$ cat src/rtl/pwrup_pkg.sv
package pwrup_pkg;
  typedef enum logic [1:0] {
    ST_LOWPWR = 2'd0,
    ST_CHARGE = 2'd1,
    ST_READY  = 2'd2
  } pwr_state_e;
endpackage

$ cat src/rtl/pwrup_rst_sync.sv
module pwrup_rst_sync #(
  parameter int STAGES = 2
) (
  input  logic clk_i,
  input  logic rst_ni,
  output logic rst_no
);
  logic [STAGES-1:0] sync_q;

  always_ff @(posedge clk_i or negedge rst_ni) begin
    if (!rst_ni) sync_q <= '0;
    else         sync_q <= {sync_q[STAGES-2:0], 1'b1};
  end

  assign rst_no = sync_q[STAGES-1];
endmodule

$ cat src/rtl/pwrup_stb_cnt.sv
module pwrup_stb_cnt #(
  parameter int CNT_W = 11
) (
  input  logic             clk_i,
  input  logic             rst_ni,
  input  logic             clr_i,
  input  logic             inc_i,
  output logic [CNT_W-1:0] cnt_o
);
  logic [CNT_W-1:0] cnt_q;

  always_ff @(posedge clk_i or negedge rst_ni) begin
    if (!rst_ni)    cnt_q <= '0;
    else if (clr_i) cnt_q <= '0;
    else if (inc_i) cnt_q <= cnt_q + CNT_W'(1);
  end

  assign cnt_o = cnt_q;

  p_count_step_r9: assert property (@(posedge clk_i) disable iff (!rst_ni)
    (inc_i && !clr_i) |=> (cnt_o == $past(cnt_o) + CNT_W'(1)));

  p_count_hold_r9: assert property (@(posedge clk_i) disable iff (!rst_ni)
    (!inc_i && !clr_i) |=> $stable(cnt_o));
endmodule

$ cat src/rtl/pwrup_strap_reg.sv
module pwrup_strap_reg #(
  parameter int STRAP_W = 4
) (
  input  logic               clk_i,
  input  logic               rst_ni,
  input  logic               load_i,
  input  logic               watch_i,
  input  logic [STRAP_W-1:0] strap_i,
  output logic [STRAP_W-1:0] cfg_o,
  output logic               mismatch_o,
  output logic               err_o
);
  logic [STRAP_W-1:0] cfg_q;
  logic               err_q;

  assign mismatch_o = watch_i && (strap_i != cfg_q);

  always_ff @(posedge clk_i or negedge rst_ni) begin
    if (!rst_ni) begin
      cfg_q <= '0;
      err_q <= 1'b0;
    end else begin
      if (load_i || mismatch_o) cfg_q <= strap_i;
      if (mismatch_o)           err_q <= 1'b1;
    end
  end

  assign cfg_o = cfg_q;
  assign err_o = err_q;

  p_err_sticky_r6: assert property (@(posedge clk_i) disable iff (!rst_ni)
    err_o |=> err_o);

  p_cfg_frozen_r7: assert property (@(posedge clk_i) disable iff (!rst_ni)
    (!load_i && !watch_i) |=> $stable(cfg_o));
endmodule

$ cat src/rtl/pwrup_seq.sv
module pwrup_seq #(
  parameter int STRAP_W       = 4,
  parameter int LP_PERIODS    = 1,
  parameter int READY_PERIODS = 2000,
  parameter int SYNC_STAGES   = 2
) (
  input  logic               clk_i,
  input  logic               rst_ni,
  input  logic               fs_stb_i,
  input  logic [STRAP_W-1:0] strap_i,
  output logic [STRAP_W-1:0] cfg_o,
  output logic               low_power_o,
  output logic               vref_chg_o,
  output logic               ready_o,
  output logic               strap_err_o
);
  import pwrup_pkg::*;

  localparam int MAX_PERIODS = (READY_PERIODS > LP_PERIODS) ? READY_PERIODS : LP_PERIODS;
  localparam int CNT_W       = (MAX_PERIODS > 1) ? $clog2(MAX_PERIODS) : 1;
  localparam logic [CNT_W-1:0] LP_LAST    = CNT_W'(LP_PERIODS - 1);
  localparam logic [CNT_W-1:0] READY_LAST = CNT_W'(READY_PERIODS - 1);

  logic             rst_n_s;
  pwr_state_e       state_q, state_d;
  logic [CNT_W-1:0] cnt;
  logic             lp_done, chg_done, mismatch;

  pwrup_rst_sync #(.STAGES(SYNC_STAGES)) i_rst_sync (
    .clk_i  (clk_i),
    .rst_ni (rst_ni),
    .rst_no (rst_n_s)
  );

  assign lp_done  = (state_q == ST_LOWPWR) && fs_stb_i && (cnt == LP_LAST);
  // a strap change in the same cycle wins over a strobe
  assign chg_done = (state_q == ST_CHARGE) && fs_stb_i && !mismatch && (cnt == READY_LAST);

  always_comb begin
    state_d = state_q;
    unique case (state_q)
      ST_LOWPWR: if (lp_done)  state_d = ST_CHARGE;
      ST_CHARGE: if (chg_done) state_d = ST_READY;
      ST_READY:  state_d = ST_READY;
      default:   state_d = ST_LOWPWR;
    endcase
  end

  always_ff @(posedge clk_i or negedge rst_n_s) begin
    if (!rst_n_s) state_q <= ST_LOWPWR;
    else          state_q <= state_d;
  end

  pwrup_stb_cnt #(.CNT_W(CNT_W)) i_stb_cnt (
    .clk_i  (clk_i),
    .rst_ni (rst_n_s),
    .clr_i  (lp_done || chg_done || mismatch),
    .inc_i  (fs_stb_i && (state_q != ST_READY)),
    .cnt_o  (cnt)
  );

  pwrup_strap_reg #(.STRAP_W(STRAP_W)) i_strap_reg (
    .clk_i      (clk_i),
    .rst_ni     (rst_n_s),
    .load_i     (lp_done),
    .watch_i    (state_q == ST_CHARGE),
    .strap_i    (strap_i),
    .cfg_o      (cfg_o),
    .mismatch_o (mismatch),
    .err_o      (strap_err_o)
  );

  assign low_power_o = (state_q == ST_LOWPWR);
  assign vref_chg_o  = (state_q == ST_CHARGE);
  assign ready_o     = (state_q == ST_READY);

  p_one_phase_r3: assert property (@(posedge clk_i) disable iff (!rst_n_s)
    $countones({low_power_o, vref_chg_o, ready_o}) == 1);

  p_charge_on_strobe_r3: assert property (@(posedge clk_i) disable iff (!rst_n_s)
    $rose(vref_chg_o) |-> ($past(low_power_o) && $past(fs_stb_i)));

  p_ready_on_strobe_r4: assert property (@(posedge clk_i) disable iff (!rst_n_s)
    $rose(ready_o) |-> ($past(vref_chg_o) && $past(fs_stb_i)));

  p_ready_sticky_r7: assert property (@(posedge clk_i) disable iff (!rst_n_s)
    ready_o |=> ready_o);

  p_restart_r5: assert property (@(posedge clk_i) disable iff (!rst_n_s)
    (vref_chg_o && (strap_i != cfg_o)) |=> (vref_chg_o && strap_err_o));
endmodule

$ cat config.mk
export PLATFORM = sky130hd
export DESIGN_NAME = pwrup_seq
export DESIGN_NICKNAME = d
export VERILOG_FILES = /design/src/rtl/pwrup_pkg.sv /design/src/rtl/pwrup_rst_sync.sv /design/src/rtl/pwrup_stb_cnt.sv /design/src/rtl/pwrup_strap_reg.sv /design/src/rtl/pwrup_seq.sv
export SDC_FILE = /design/constraint.sdc
export NUM_CORES = 1
export LEC_CHECK = 0
export CAP_MARGIN = 20
export CELL_PAD_IN_SITES_DETAIL_PLACEMENT = 0
export CELL_PAD_IN_SITES_GLOBAL_PLACEMENT = 1
export CORE_MARGIN = 4
export CORE_UTILIZATION = 54
export CTS_BUF_LIST = sky130_fd_sc_hd__clkbuf_4 sky130_fd_sc_hd__clkbuf_8
export CTS_CLUSTER_SIZE = 10
export DETAILED_ROUTE_END_ITERATION = 8
export DONT_BUFFER_PORTS = 1
export PLACE_DENSITY = 0.95
export SLEW_MARGIN = 25
export SYNTH_ARGS = -nofsm -noshare
export SYNTH_HDL_FRONTEND = slang
export SYNTH_SLANG_ARGS = --single-unit
$ cat constraint.sdc
create_clock -name clk_i -period 1.2 [get_ports clk_i]
set_input_delay 0.18 -clock clk_i [delete_from_list [all_inputs] [get_ports clk_i]]
set_output_delay 0.18 -clock clk_i [all_outputs]
set_load 0.02 [all_outputs]
==> metrics, run 1 <==
ys async rst share=between 90% and 100%; worst skew pair latency=around 300 ps; initial antenna violation count=0; MaxCap Viol Count=0; crit path max fanout=2; Avg WL per Cell=between 20 and 25 um; WS Path Type=reg2reg; post-synth top area cell=dfrtp_1; GRT Util Overall=between 20% and 30%; WHS=16.6 ps; Synth Area in XOR/XNOR=11.6%; RSZ-0062 raised after global routing=true; final setup fails=21; Syn Area/Cell=between 10 and 15 um2; Post-Syn Nets=110; setup ws final=-1120 ps; switching fraction of total power=40.0%; Cell Pwr Density=2400 mW/mm2; Setup crit start kind=register; Finished Core Util=about nine tenths; CTS Sinks=20; clock slew at reported path FFs=around 120 ps; Overflow after GRT=0; Synth Register Bits=20; share of the synthesized area in the top cell type=47.3%; mux contribution to synthesized area=under 10%; # diodes=0; Final ANT Viol Nets=0; IO Port Bufs=0; CTS Buf Count=3; Max Slew Vio Count=0; gp weighted congestion=0.829; die area=roughly 0.0027 mm2; simple-gate share of the synthesized area=about a fifth; Initial DRT Pass Iterations=4; Layout area overhead=51.9%; # DRC=0; Max clock buf depth=2; EDFF count, synth=0; Worst IR Drop VDD=about 1.9 mV; DIE HEIGHT=~52 um; fin crit period=between 2000 and 2500 ps; vias in the first global route=roughly 1100; CTS tree=done; Die Width=52.3 um; Flop pwr share=25.2%; final period utilization=194%; status=finished, violations left; Int Power=roughly 2.3 mW; Clock Tree Root=clkbuf_4; largest family of logic cells by synthesized area=simple AND/OR/NAND/NOR gates; Nets=roughly 150; DRT Wirelength=3440 um; most common cell after layout, fill and taps aside=buf_4; failing checks=setup timing; DP Wirelength=between 1500 and 2000 um; Highest Clock Rate=between 400 and 500 MHz; pin count of the biggest net entering global routing=14; Compound-Gate Fraction of Synth Area=approximately 3.3%; io pins=15; Switch Pwr=between 1.5 and 2 mW; initial core utilization=~59%; HP Class=in2reg; most frequent cells in the layout=29 x buf_4, 18 x dfrtp_1, 12 x nor2_1, 11 x xor2_1, 6 x buf_6; adder-cell share of the synthesized area=around 7%; Clock power frac=9.6%; WP data required=between 1000 and 1500 ps; Yosys warnings=0; global-route wire length before repair=5050 um; DR vias=approximately 990; Top FF cell, synth=dfrtp_1; cell row count=15; Iter 0 DRT Violations=39; synth top area cells=dfrtp_1 47%, xor2_1 9.9%, ha_1 7.1%, mux2_2 4.3%, nor2_1 4.3%; Data arrival, critical path=between 2000 and 3000 ps; Synth Cell Area=~0.0011 mm2; fraction of layout cells with a size suffix above 1=~46%; sequential area share after synthesis=between 40% and 50%; Cell variety after synth=29; clk_skew=about 2.4 ps; Syn Inst Count=97; total core area=about 0.0018 mm2; Hold Vio Cnt, Final=0; LEAKAGE=roughly 0.77 nW; CP Capture Type=register; Via density=between 6 and 7; logic gate share of total power=~65%; total negative slack=-17600 ps; H-tree Lvls=1
==> cell usage after synthesis (2+ instances only) <==
master and count:
inv_1 5, nor2_1 12, mux2_1 2, mux2_2 4
ha_1 6, or4_1 2, nand3_1 4, nand2b_1 2
dfrtp_1 20, nand4_1 5, xor2_1 12, clkbuf_1 3
nand2_1 3, xnor2_1 2
==> state kept, by name, indices dropped and copies added, names as in the netlist <==
| name | flops |
|---|---|
| i_rst_sync.sync_q | 2 |
| i_stb_cnt.cnt_o | 11 |
| i_strap_reg.cfg_o | 4 |
| i_strap_reg.err_o | 1 |
| state_q | 2 |
==> critical path, stage by stage (launching register included) <==
cell,delay [ps]
dfrtp_1,420
inv_2,100
ha_4,150
or3b_1,380
or4_4,450
a221o_1,390
mux2_1,330
==> cell families (layout without fill, tap and decap cells) <==
kind of cell | Yosys count | after routing
and+or+nand+nor | 38 | 38
DFF | 20 | 20
xor gates and xnor gates | 14 | 14
buffers and inverters | 8 | 50
adders and majority gates | 6 | 6
muxes | 6 | 6
AOI/OAI and AO/OA | 4 | 4
other | 1 | 1
==> power groups by stage <==
stage | clock network, mW | logic [mW] | registers, mW
floorplan | 0 | 0.919 | 1.06
detailed placement | 0 | 1.70 | 0.960
finish | 0.370 | 2.52 | 0.973
CTS | 0.363 | 2.26 | 0.949
global placement | 0 | 1.62 | 0.956
global route | 0.394 | 2.66 | 0.982
==> routing by layer <==
layer  global-route usage [%]  part of all wire, %  vias to the layer above
met1                     28.5                   38                      481
met5                        0                    0                        -
li1                         -                    -                      418
met4                     14.9                  4.1                        0
met3                     5.98                  7.2                       21
met2                     45.8                   50                       66
==> path summary, 6_finish.rpt <==
check,startpoint,end,slack [ps],cells after the start
max in group asynchronous,i_rst_sync.sync_q[1],i_stb_cnt.cnt_o[4],580,1
worst max register to register,state_q[0],state_q[1],-1120,6
worst min-delay path,strap_i[3],i_strap_reg.cfg_o[3],20,1
min in group asynchronous,rst_ni,i_rst_sync.sync_q[0],90,1
worst max-delay path,state_q[0],state_q[1],-1120,6
worst min register to register,i_rst_sync.sync_q[1],i_strap_reg.cfg_o[0],130,0
==> area by class of cell <==
cell class	count	area, um2
Multi-Input combinational cell	69	652
Sequential cell	20	503
Timing Repair Buffer	41	373
Fill cell	70	175
Tap cell	25	31.3
Clock buffer	4	30.0
Inverter	5	18.8
==> repair_timing <==
action,in CTS,in global routing
endpoints found under the hold margin,2,3
resized for setup,17,8
hold buffers,1,3
pin swaps,3,3
endpoints found under the setup margin,21,21
cloned,1,0
buffers inserted,6,2
==> per-stage QoR <==
stage                     cell area (um2)  power, mW  worst slack [ps]  std cells
final                                1610       3.86             -1120        164
after global routing                 1610       4.04             -1130        164
after CTS                            1540       3.58             -1030        160
after detailed placement             1360       2.66             -1020        150
after global placement               1360       2.58              -975        150
after floorplan                      1100       1.98              -983         97
No activity file was read; power rests on OpenSTA's default activity.
==> run 2: changes to the inputs <==
--- a/config.mk
+++ b/config.mk
@@ -8,6 +8,7 @@
 export CAP_MARGIN = 20
 export CELL_PAD_IN_SITES_DETAIL_PLACEMENT = 0
 export CELL_PAD_IN_SITES_GLOBAL_PLACEMENT = 1
+export CORE_ASPECT_RATIO = 0.9
 export CORE_MARGIN = 4
 export CORE_UTILIZATION = 54
 export CTS_BUF_LIST = sky130_fd_sc_hd__clkbuf_4 sky130_fd_sc_hd__clkbuf_8
==> run 2 against run 1 <==
Net effect:
- final area shrank 4.8%
- combinational power shrank 7.9%
- fmax grew 1.7%
- worst hold slack improved by 2.3 ps
- utilization shrank 3.7 points
- the run still ends with setup timing left
- sequential power is 2.2% lower
- die area about the same
- clock skew grew 5.3 ps
- total power decreased by 5.1%
- wire length shrank 15%
==> metrics, run 2 (synthesis gave the netlist of run 1 again) <==
status=finished, violations left; failing checks=setup timing; crit path max fanout=2 (unchanged); GRT Util Overall=24.2% (-1.9 points); Clock power frac=10.8% (+1.2 points); Switch Pwr=1.41 mW (-9.1%); Clock Tree Root=clkbuf_4; Max clock buf depth=2 (unchanged); Die Width=54.7 um (+4.6%); clock slew at reported path FFs=110 ps (about the same); Highest Signal Layer=met4; MaxCap Viol Count=0 (unchanged); fraction of layout cells with a size suffix above 1=44.4% (-1.7 points); DP Wirelength=1840 um (+0.33%); WP data required=1400 ps (about the same); design area=0.00153 mm2 (-4.8%); Hold Vio Cnt, Final=0 (unchanged); global-route wire length before repair=4600 um (-8.9%); Overflow after GRT=0 (unchanged); Cell Pwr Density=2400 mW/mm2 (-0.24%); Initial DRT Pass Iterations=4 (unchanged); most used cell, CP=or4_4; WL met3=141 um (-43%); die area=0.00273 mm2 (about the same); fin cells=157 (-4.3%); Largest register FFs=11 (unchanged); Via density=5.63 (-6.3%); most frequent cells in the layout=28 x buf_4, 18 x dfrtp_1, 12 x nor2_1, 11 x xor2_1, 5 x nand4_1; Placed Area=0.00135 mm2 (-0.65%); Final ANT Viol Nets=0 (unchanged); setup ws final=-1090 ps (+38.0 ps); DIE HEIGHT=50 um (-4.4%); slowest cell delay on critical path=540 ps (+90 ps); gp weighted congestion=0.855 (+3.1%); final period utilization=190% (-3.2 points); Met1 Routed Length=1150 um (-13%); WS Path Type=reg2reg; DR vias=884 (-10%); pin count of the biggest net entering global routing=19 (+5); RSZ-0062 raised after global routing=true; Max Slew Vio Count=0 (unchanged); total power=3.67 mW (-5.1%); fin crit period=2290 ps (-38.0 ps); Avg WL per Cell=18.7 um (-11%); Worst IR Drop VDD=1.86 mV (-0.66%); crit-path cells=or4_4 > or4_4 > a221o_1 > mux2_1; WHS=18.9 ps (+2.31 ps); Post-Place Cells=148 (-1.3%); CP Capture Type=register; CTS tree=done; Data arrival, critical path=2480 ps (-40 ps); # DRC=0 (unchanged); switching fraction of total power=38.3% (-1.7 points); vias in the first global route=964 (-12%); metal2 WL=1600 um (-7.3%); IO Port Bufs=0 (unchanged); logic gate share of total power=63.3% (-1.9 points); io pins=15 (unchanged); Iter 0 DRT Violations=18 (-54%); initial core utilization=59.8% (+0.46 points); Highest Clock Rate=437 MHz (+1.7%); final setup fails=21 (unchanged); CTS Sinks=20 (unchanged); Flop pwr share=26.0% (+0.8 points); H-tree Lvls=1 (unchanged); CP max stage cell=or4_4; Layout area overhead=44.6%; # diodes=0 (unchanged); Int Power=2.26 mW (-2.3%); worst skew pair latency=310 ps (about the same); clk_skew=7.69 ps (+5.30 ps); cell row count=14 (-1); total core area=0.00177 mm2 (-0.77%); most common cell after layout, fill and taps aside=buf_4; Nets=147 (-3.9%); Setup crit start kind=register; LEAKAGE=0.735 nW (-4.2%); DRT Wirelength=2930 um (-15%); HP Class=in2reg; CTS Buf Count=3 (unchanged); initial antenna violation count=0 (unchanged); fill count=86 (+23%)
-- run 2: power by group through the flow --
stage / Sequential [mW] / Combinational [mW] / Clock (mW)
final: 0.952 / 2.32 / 0.395
after global routing: 0.972 / 2.48 / 0.435
after CTS: 0.941 / 2.15 / 0.386
after detailed placement: 0.953 / 1.70 / 0
after global placement: 0.947 / 1.62 / 0
after floorplan: 1.06 / 0.919 / 0
-- run 2: cell type report --
type	count	area, um2	area share [%]
tap	24	30.0	1.96
sequential	20	503	32.9
multi-input combinational	69	629	41.1
timing repair buffer	35	313	20.4
inverter	5	18.8	1.23
clock buffer	4	36.3	2.37
-- run 2: per-stage QoR --
| stage | TNS (ps) | worst slack, ps | utilization, % |
|---|---|---|---|
| after floorplan | -12150 | -983 | - |
| after detailed placement | -14650 | -1030 | 76.2 |
| final | -16660 | -1090 | 86.5 |
| after global placement | -14230 | -975 | 76.2 |
| after global routing | -17640 | -1130 | 86.5 |
| after CTS | -15400 | -1040 | 84.7 |
-- run 2: what timing repair did --
item / 4_1_cts / 5_1_grt
hold endpoints to repair: 2 / 0
cloned: 1 / 0
hold buffers: 1 / 0
endpoints found under the setup margin: 21 / 21
setup buffers: 4 / 1
pin swaps: 2 / 6
resized for setup: 10 / 8
-- run 2: path summary, 6_finish.rpt --
path | startpoint | endpoint | slack [ps] | depth (start not counted)
max | i_stb_cnt.cnt_o[8] | state_q[1] | -1090 | 4
min | strap_i[0] | i_strap_reg.cfg_o[0] | 20 | 1
max reg2reg | i_stb_cnt.cnt_o[8] | state_q[1] | -1090 | 4
min reg2reg | i_rst_sync.sync_q[1] | i_stb_cnt.cnt_o[2] | 210 | 1
max in group asynchronous | i_rst_sync.sync_q[1] | i_strap_reg.cfg_o[2] | 770 | 1
min in group asynchronous | rst_ni | i_rst_sync.sync_q[0] | 80 | 1
-- run 2: critical path: cells and delay by family (launching register included) --
kind / cells / cell delay [ps]
multiplexers: 1 / 310
AO/OA/AOI/OAI: 1 / 410
AND/OR/NAND/NOR: 2 / 1050
flip-flops: 1 / 410
-- run 2: metal layers --
layer | vias to the layer above | track usage, %
met5 | - | 0
met4 | 0 | 3.73
met3 | 7 | 6.63
met2 | 24 | 45.5
met1 | 447 | 26.0
li1 | 406 | -
